### src/rtl/pwm_evt_pkg.sv
package pwm_evt_pkg;
  localparam int unsigned NUM_EVT = 6;
  localparam int unsigned NUM_CMP = 2;
  localparam int unsigned REG_W   = 32;
  localparam int unsigned ADDR_W  = 2;
  localparam int unsigned TRIG_LSB = 8;

  typedef enum logic [ADDR_W-1:0] {
    ADDR_CFG    = 2'd0,
    ADDR_RAW    = 2'd1,
    ADDR_MASKED = 2'd2,
    ADDR_NONE   = 2'd3
  } reg_addr_e;

  typedef enum int unsigned {
    EV_ZERO   = 0,
    EV_LOAD   = 1,
    EV_A_UP   = 2,
    EV_A_DOWN = 3,
    EV_B_UP   = 4,
    EV_B_DOWN = 5
  } evt_idx_e;

  typedef logic [NUM_EVT-1:0] evt_vec_t;
endpackage

### src/rtl/pwm_evt_detect.sv
module pwm_evt_detect
  import pwm_evt_pkg::*;
#(
  parameter int unsigned CNT_W = 16
) (
  input  logic             clk,
  input  logic             rst_n,
  input  logic [CNT_W-1:0] cnt_i,
  input  logic             cnt_up_i,
  input  logic [CNT_W-1:0] load_i,
  input  logic [CNT_W-1:0] cmpa_i,
  input  logic [CNT_W-1:0] cmpb_i,
  input  evt_vec_t         trig_en_i,
  output evt_vec_t         evt_o,
  output logic             trig_o
);
  logic [CNT_W-1:0] prev_cnt_q;
  logic             prev_vld_q;
  logic             fresh;
  logic [CNT_W-1:0] cmp_val [NUM_CMP];
  evt_vec_t         evt;

  assign cmp_val[0] = cmpa_i;
  assign cmp_val[1] = cmpb_i;

  // A value counts as newly visited on the first cycle or when it changed.
  assign fresh = !prev_vld_q || (cnt_i != prev_cnt_q);

  assign evt[EV_ZERO] = fresh && (cnt_i == '0);
  assign evt[EV_LOAD] = fresh && (cnt_i == load_i);

  for (genvar c = 0; c < NUM_CMP; c++) begin : g_cmp
    logic hit;
    assign hit = fresh && (cnt_i == cmp_val[c]);
    assign evt[2 + 2*c]     = hit &&  cnt_up_i;
    assign evt[2 + 2*c + 1] = hit && !cnt_up_i;
  end

  assign evt_o = evt;

  always_ff @(posedge clk) begin
    if (!rst_n) begin
      prev_cnt_q <= '0;
      prev_vld_q <= 1'b0;
      trig_o     <= 1'b0;
    end else begin
      prev_cnt_q <= cnt_i;
      prev_vld_q <= 1'b1;
      trig_o     <= |(evt & trig_en_i);
    end
  end

  AST_DIR_EXCL: assert property (@(posedge clk) disable iff (!rst_n)
    !(evt_o[EV_A_UP] && evt_o[EV_A_DOWN]) && !(evt_o[EV_B_UP] && evt_o[EV_B_DOWN]));

  AST_HELD_QUIET: assert property (@(posedge clk) disable iff (!rst_n)
    ($past(rst_n) && (cnt_i == $past(cnt_i))) |-> (evt_o == '0));
endmodule

### src/rtl/pwm_evt_status.sv
module pwm_evt_status
  import pwm_evt_pkg::*;
(
  input  logic     clk,
  input  logic     rst_n,
  input  evt_vec_t evt_i,
  input  evt_vec_t clr_i,
  input  evt_vec_t int_en_i,
  output evt_vec_t raw_o,
  output evt_vec_t masked_o,
  output logic     irq_o
);
  evt_vec_t raw_q;

  always_ff @(posedge clk) begin
    if (!rst_n) raw_q <= '0;
    else        raw_q <= (raw_q & ~clr_i) | evt_i;
  end

  assign raw_o    = raw_q;
  assign masked_o = raw_q & int_en_i;
  assign irq_o    = |masked_o;

  AST_SET_WINS: assert property (@(posedge clk) disable iff (!rst_n)
    (evt_i != '0) |=> ((raw_q & $past(evt_i)) == $past(evt_i)));

  AST_CLR_TAKES: assert property (@(posedge clk) disable iff (!rst_n)
    ((clr_i != '0) && (evt_i == '0)) |=> ((raw_q & $past(clr_i)) == '0));
endmodule

### src/rtl/pwm_evt_regs.sv
module pwm_evt_regs
  import pwm_evt_pkg::*;
(
  input  logic              clk,
  input  logic              rst_n,
  input  logic              reg_wr_i,
  input  logic [ADDR_W-1:0] reg_addr_i,
  input  logic [REG_W-1:0]  reg_wdata_i,
  input  evt_vec_t          raw_i,
  input  evt_vec_t          masked_i,
  output evt_vec_t          int_en_o,
  output evt_vec_t          trig_en_o,
  output evt_vec_t          clr_o,
  output logic [REG_W-1:0]  reg_rdata_o
);
  evt_vec_t int_en_q, trig_en_q;
  logic     unused_wbits;

  assign unused_wbits = ^{reg_wdata_i[REG_W-1:TRIG_LSB+NUM_EVT],
                          reg_wdata_i[TRIG_LSB-1:NUM_EVT]};

  always_ff @(posedge clk) begin
    if (!rst_n) begin
      int_en_q  <= '0;
      trig_en_q <= '0;
    end else if (reg_wr_i && (reg_addr_i == ADDR_CFG)) begin
      int_en_q  <= reg_wdata_i[NUM_EVT-1:0];
      trig_en_q <= reg_wdata_i[TRIG_LSB +: NUM_EVT];
    end
  end

  assign clr_o = (reg_wr_i && (reg_addr_i == ADDR_MASKED)) ? reg_wdata_i[NUM_EVT-1:0] : '0;

  always_comb begin
    reg_rdata_o = '0;
    case (reg_addr_i)
      ADDR_CFG: begin
        reg_rdata_o[NUM_EVT-1:0]         = int_en_q;
        reg_rdata_o[TRIG_LSB +: NUM_EVT] = trig_en_q;
      end
      ADDR_RAW:    reg_rdata_o[NUM_EVT-1:0] = raw_i;
      ADDR_MASKED: reg_rdata_o[NUM_EVT-1:0] = masked_i;
      default:     reg_rdata_o = '0;
    endcase
  end

  assign int_en_o  = int_en_q;
  assign trig_en_o = trig_en_q;

  AST_CFG_RSVD: assert property (@(posedge clk) disable iff (!rst_n)
    (reg_addr_i == ADDR_CFG) |-> ((reg_rdata_o[REG_W-1:TRIG_LSB+NUM_EVT] == '0) &&
                                  (reg_rdata_o[TRIG_LSB-1:NUM_EVT] == '0)));
endmodule

### src/rtl/pwm_evt_unit.sv
module pwm_evt_unit
  import pwm_evt_pkg::*;
#(
  parameter int unsigned CNT_W = 16
) (
  input  logic             clk,
  input  logic             rst_n,
  input  logic [CNT_W-1:0] cnt_i,
  input  logic             cnt_up_i,
  input  logic [CNT_W-1:0] load_i,
  input  logic [CNT_W-1:0] cmpa_i,
  input  logic [CNT_W-1:0] cmpb_i,
  input  logic             reg_wr_i,
  input  logic [1:0]       reg_addr_i,
  input  logic [31:0]      reg_wdata_i,
  output logic [31:0]      reg_rdata_o,
  output logic             irq_o,
  output logic             trig_o
);
  evt_vec_t evt, raw, masked, int_en, trig_en, clr;

  pwm_evt_detect #(.CNT_W(CNT_W)) u_detect (
    .clk      (clk),
    .rst_n    (rst_n),
    .cnt_i    (cnt_i),
    .cnt_up_i (cnt_up_i),
    .load_i   (load_i),
    .cmpa_i   (cmpa_i),
    .cmpb_i   (cmpb_i),
    .trig_en_i(trig_en),
    .evt_o    (evt),
    .trig_o   (trig_o)
  );

  pwm_evt_status u_status (
    .clk     (clk),
    .rst_n   (rst_n),
    .evt_i   (evt),
    .clr_i   (clr),
    .int_en_i(int_en),
    .raw_o   (raw),
    .masked_o(masked),
    .irq_o   (irq_o)
  );

  pwm_evt_regs u_regs (
    .clk        (clk),
    .rst_n      (rst_n),
    .reg_wr_i   (reg_wr_i),
    .reg_addr_i (reg_addr_i),
    .reg_wdata_i(reg_wdata_i),
    .raw_i      (raw),
    .masked_i   (masked),
    .int_en_o   (int_en),
    .trig_en_o  (trig_en),
    .clr_o      (clr),
    .reg_rdata_o(reg_rdata_o)
  );

  AST_IRQ_SRC: assert property (@(posedge clk) disable iff (!rst_n)
    irq_o |-> (raw != '0));
endmodule

### config.mk
export PLATFORM = sky130hd
export DESIGN_NAME = pwm_evt_unit
export DESIGN_NICKNAME = d
export VERILOG_FILES = /design/src/rtl/pwm_evt_pkg.sv /design/src/rtl/pwm_evt_detect.sv /design/src/rtl/pwm_evt_status.sv /design/src/rtl/pwm_evt_regs.sv /design/src/rtl/pwm_evt_unit.sv
export SDC_FILE = /design/constraint.sdc
export NUM_CORES = 1
export LEC_CHECK = 0
export BUFFER_PORTS_ARGS = -buffer_cell sky130_fd_sc_hd__buf_2
export CORE_UTILIZATION = 30
export DETAILED_ROUTE_END_ITERATION = 8
export GPL_TIMING_DRIVEN = 0
export PLACE_DENSITY = 0.55
export SYNTH_ARGS = -nofsm -noshare
export SYNTH_HDL_FRONTEND = slang
export SYNTH_SLANG_ARGS = --single-unit
### constraint.sdc
create_clock -name clk -period 3 [get_ports clk]
set_clock_uncertainty 0.2 [all_clocks]
set_input_delay 0 -clock clk [delete_from_list [all_inputs] [get_ports clk]]
set_output_delay 0 -clock clk [all_outputs]
set_load 0.01 [all_outputs]
# Word level (Yosys, flattened, before mapping)
# Cells that the tools add are included.
# totals
ff_bits	36
word_cells	38
inputBits	102
out_inout_bits	34
# classes
n_reduce_logical	17
muxes	4
n_bitwise	5
eq_ne	6
# ops
cell	n
$eq 16x16->1	3
$and 6x6->6	3
$pmux 6 s3	1
$logic_not 16->1	1
$ne 16x16->1	1
$mux 6	2
$reduce_or 6->1	2
$logic_and 1x1->1	10
$not 6->6	1
$or 6x6->6	1
$eq 2x1->1 const B	1
$eq 2x2->1 const B	1
$logic_not 1->1	2
$logic_not 2->1	1
$logic_or 1x1->1	1
$mux 1	1

# Longest topological paths before layout
# depth
ltp_word	6
ltp_mapped	7
depth_no_buf	6

# Hierarchy
# A second synthesis with hierarchy kept.
# unflattened
cells_unflattened	286
hier_area_um2	2571.2
# modules_own_cells
module	instances	area_per_inst_um2	cells_each
pwm_evt_detect	1	1427.6	157
pwm_evt_regs	1	877.1	102
pwm_evt_status	1	266.5	27

# Worst setup path after synthesis
# OpenSTA, ideal clock, no wires.
# synth_path
kind	register to register
start	reg u_detect.prev_cnt_q[1]
end	reg u_status.raw_q[2], in the netlist u_status.raw_o[2]
setup_ns	0.118
required_ns	2.682
setup_slack_ns	1.430
arrival_time_ns	1.251
stages_incl_launch_ff	7
period_less_slack_ns	1.570
path_cell_list	dfxtp_1 > xnor2_1 > nand4_1 > nor4_1 > nand3_1 > a32oi_1 > nor2b_1
# synth_between
elab_chain_len	5
# synth_rtl
item	line_no	source
start: declaration	pwm_evt_detect.sv:17	logic [CNT_W-1:0] prev_cnt_q;
start signal: assignment	pwm_evt_detect.sv:47	prev_cnt_q <= cnt_i;
$ne 16x16->1	pwm_evt_detect.sv:27	assign fresh = !prev_vld_q || (cnt_i != prev_cnt_q);
$logic_or 1x1->1	pwm_evt_detect.sv:27	
$logic_and 1x1->1	pwm_evt_detect.sv:34	assign hit = fresh && (cnt_i == cmp_val[c]);
$logic_and 1x1->1	pwm_evt_detect.sv:35	assign evt[2 + 2*c] = hit && cnt_up_i;
$or 6x6->6	pwm_evt_status.sv:17	else raw_q <= (raw_q & ~clr_i) | evt_i;
end signal: assignment	pwm_evt_status.sv:17	
end: declaration	pwm_evt_status.sv:13	evt_vec_t raw_q;
# No other way between the ends.
# A chain may end at the register's enable or synchronous reset.

# Final worst setup path
# layout_path
start	in reg_addr_i[1]
end	reg u_regs.int_en_q[0], in the netlist u_regs.int_en_o[0]
# layout_between
elab_chain_len	2
# layout_rtl
item	line_no	source
start: declaration	pwm_evt_unit.sv:14	input logic [1:0] reg_addr_i,
$logic_not 2->1	pwm_evt_regs.sv:26	end else if (reg_wr_i && (reg_addr_i == ADDR_CFG)) begin
$logic_and 1x1->1	pwm_evt_regs.sv:26	
end signal: assignment	pwm_evt_regs.sv:27	int_en_q <= reg_wdata_i[NUM_EVT-1:0];
end: declaration	pwm_evt_regs.sv:16	evt_vec_t int_en_q, trig_en_q;
# No other way between the ends.

==> impl_metrics.py <==
metrics = {
    "flow_run": {
        "drv_cap": 0,
    },
    "worst_setup_path": {
        "timing.rr.start": "u_detect.prev_cnt_q[15]$_SDFF_PN0_",
        "worst-path-buf-inv": 3,
        "slowest_stage": "dlygate4sd3_1",
        "cp-end-kind": "flop",
        "critPathMaxStageDelay_ns": 0.57,
        "cp.arrival_ns": 2.11,
        "crit_start": "reg_addr_i[1]",
        "startpoint_type": "primary input",
        "critPathRequiredTime_ns": 3.03,
        "crit_fanout": 9,
        "path_class": "in -> reg",
        "crit_family": "buffers and inverters",
        "cpMostUsedCell": "dlygate4sd3_1",
        "crit_chain": "buf_2, nor2_1, and2_1, nand2_1, dlygate4sd3_1, a21boi_0, dlygate4sd3_1",
    },
    "placement": {
        "port-buffer-count": 79,
        "gp_congestion": 0.773,
        "hpwlAfterDp_um": 5170,
    },
    "floorplanning": {
        "start_util_pct": 31.3,
        "num_rows": 32,
        "fp.dieW_um": 92.3,
        "design.die.area_sq_um": 8520,
        "core_sq_um": 7810,
        "die_y_um": 92.3,
        "io_pins": 136,
    },
    "pwr": {
        "power_leakage_nw": 1.48,
        "power_frac_clock_pct": 33.9,
        "power_frac_seq_pct": 41.1,
        "irDropWorstVdd_mv": 0.170,
        "switching_share_pct": 25.4,
        "internal-power_mw": 0.915,
        "p_comb_share_pct": 24.9,
        "p_per_area_nw_per_um2": 352,
        "p_switching_mw": 0.312,
    },
    "status": {
        "status": "finished clean",
    },
    "global_routing": {
        "antenna_found_initial": 0,
        "globalRouteMet3Util_pct": 2.87,
        "grt_first_pass_wirelength_um": 10700,
        "gr-usage-met2_pct": 28.2,
        "gr-usage-all-layers_pct": 16.1,
        "grt_pass1_vias": 2184,
        "grt.overflow.total": 0,
        "grt_max_degree": 12,
        "met1_usage_pct": 20.4,
        "grt_most_used_layer": "met2",
    },
    "cells_and_area": {
        "syn_to_final_growth_pct": 42.6,
        "antenna_cells": 0,
        "drive_gt1_share_pct": 31.7,
        "layout_commonest_cell": "buf_2",
        "final_cell_mix": "buf_2 (87), xnor2_1 (60), dfxtp_1 (36)",
        "fillers": 820,
        "final_core_util_pct": 44.7,
        "nets": 514,
    },
    "drt": {
        "wire_per_inst_um": 13.1,
        "drc": 0,
        "routed_via_density": 4.30,
        "ant_nets": 0,
        "dr.first_iter.drc_count": 72,
        "dr_total_vias": 2213,
        "routed_wl_um": 6760,
        "first_pass_iters": 4,
    },
    "timing": {
        "grt_setup_unrepaired": "no",
        "finalCriticalPeriod_ns": 2.08,
        "setup_viol": 0,
        "slew_violations": 0,
        "finalSetupTns_ns": 0,
        "worstMarginPinSlew_ns": 0.546,
        "min_period_over_period_pct": 69.2,
        "slew_headroom_pct": 63.2,
        "clock.fmax_mhz": 482,
        "hold_violations": 0,
    },
    "logic_synthesis": {
        "synth_seq_area_share_pct": 29.5,
        "yosys_warnings": 0,
        "synth.avg_cell_area_sq_um": 8.96,
        "ys_ff_latch": 36,
        "ys_types": 29,
        "syn_inst": 273,
        "synth_area_sq_um": 2450,
    },
    "clock_network": {
        "root_buffer": "clkbuf_8",
        "cts_tree": "built",
        "cts_buffers": 5,
        "postCtsSetupBuffers": 0,
        "cts_resized": 0,
        "clk_latency_ns": 0.28,
        "cts.sinks": 36,
        "path_clk_slew_ns": 0.07,
        "htreeDepth": 2,
        "cts_buffer_depth": 2,
    },
    "hold_path": {
        "min_from": "load_i[1]",
        "hp-class": "in -> reg",
    },
}
-- state kept, by name, summed over array words and instances (netlist names) --
signal / flops
u_detect.prev_cnt_q: 16
u_status.raw_o: 6
u_detect.prev_vld_q: 1
u_regs.int_en_o: 6
u_regs.trig_en_o: 6
u_detect.trig_o: 1
-- Yosys cell counts (all sizes together) --
| master | instances | area [sq um] |
|---|---|---|
| nand2 | 31 | 116 |
| nand2b | 6 | 37.5 |
| a21boi | 12 | 90.1 |
| inv | 2 | 7.51 |
| nor2 | 2 | 7.51 |
| nor4 | 8 | 80.1 |
| nor2b | 6 | 37.5 |
| a221oi | 2 | 17.5 |
| clkbuf | 4 | 15.0 |
| and3 | 2 | 12.5 |
| a22oi | 6 | 45.0 |
| and4 | 1 | 8.76 |
| xnor2 | 64 | 591 |
| a32oi | 4 | 35.0 |
| and2 | 23 | 145 |
| nand4 | 15 | 100 |
| buf | 38 | 295 |
| conb | 1 | 3.75 |
| dfxtp | 36 | 721 |
| nand3 | 3 | 15.0 |
| a32o | 6 | 60.1 |
| o21ai | 1 | 5.00 |
-- final timing paths --
| kind | endpoint | depth (start not counted) | slack [ns] |
|---|---|---|---|
| worst min register to register | u_regs.trig_en_o[4]$_SDFFE_PN0P_ | 2 | 0.28 |
| worst max register to register | u_status.raw_o[3]$_SDFF_PN0_ | 6 | 1.25 |
| worst min-delay path | u_status.raw_o[1]$_SDFF_PN0_ | 6 | 0.08 |
| worst max-delay path | u_regs.int_en_o[0]$_SDFFE_PN0P_ | 7 | 0.92 |
-- kinds of logic after synthesis --
group | after synthesis | share of synthesized area [%]
other cells | 1 | 0.153
simple gates | 97 | 22.9
xor+xnor | 64 | 24.1
flops | 36 | 29.5
compound gates | 31 | 10.3
buf+inv | 44 | 13.0
-- worst register-to-register path, cell delays in order (launching register included) --
cell and delay (ns):
dfxtp_1 0.31, xnor2_1 0.15, nand4_1 0.14, nor4_1 0.28, nand3_1 0.25, a32oi_1 0.26, nor2b_1 0.06
-- routing by layer --
metal	vias up	share of wire, %
met5	-	0
met4	0	0.90
met3	7	4.7
met2	67	49
met1	985	45
li1	1154	-
-- per-stage QoR --
step                total power, mW  hold slack, ns  worst slack [ns]  area [sq um]  instances
finish                         1.23          0.0840             0.924          3490        515
global route                   1.28           0.148             0.722          3490        515
detailed placement            0.788          0.0195              1.16          3040        473
floorplan                     0.702          -0.172              1.43          2520        292
CTS                            1.24          0.0833             0.904          3490        515
global placement              0.785          0.0150              1.20          3040        473
-- layout make-up --
type | instances | area [sq um] | share of cell area, %
multi-input cells | 212 | 1480 | 42.4
clock inverters | 2 | 35.0 | 1.00
clock buffers | 6 | 72.6 | 2.08
inverters | 2 | 7.51 | 0.215
flip-flops and latches | 36 | 721 | 20.7
well taps | 102 | 128 | 3.66
plain buffers | 42 | 310 | 8.90
repair buffers | 113 | 736 | 21.1
-- power groups by stage --
stage | Clock [mW] | Combinational [mW] | Sequential [mW]
4_1_cts | 0.426 | 0.308 | 0.505
5_1_grt | 0.443 | 0.335 | 0.506
2_1_floorplan | 0 | 0.187 | 0.514
3_3_place_gp | 0 | 0.269 | 0.515
3_5_place_dp | 0 | 0.273 | 0.516
6_report | 0.417 | 0.306 | 0.505
-- timing repair --
action,in CTS,in global routing
setup endpoints to repair,0,0
hold buffers,34,0
endpoints found under the hold margin,36,0
No activity file was read; power rests on OpenSTA's default activity.
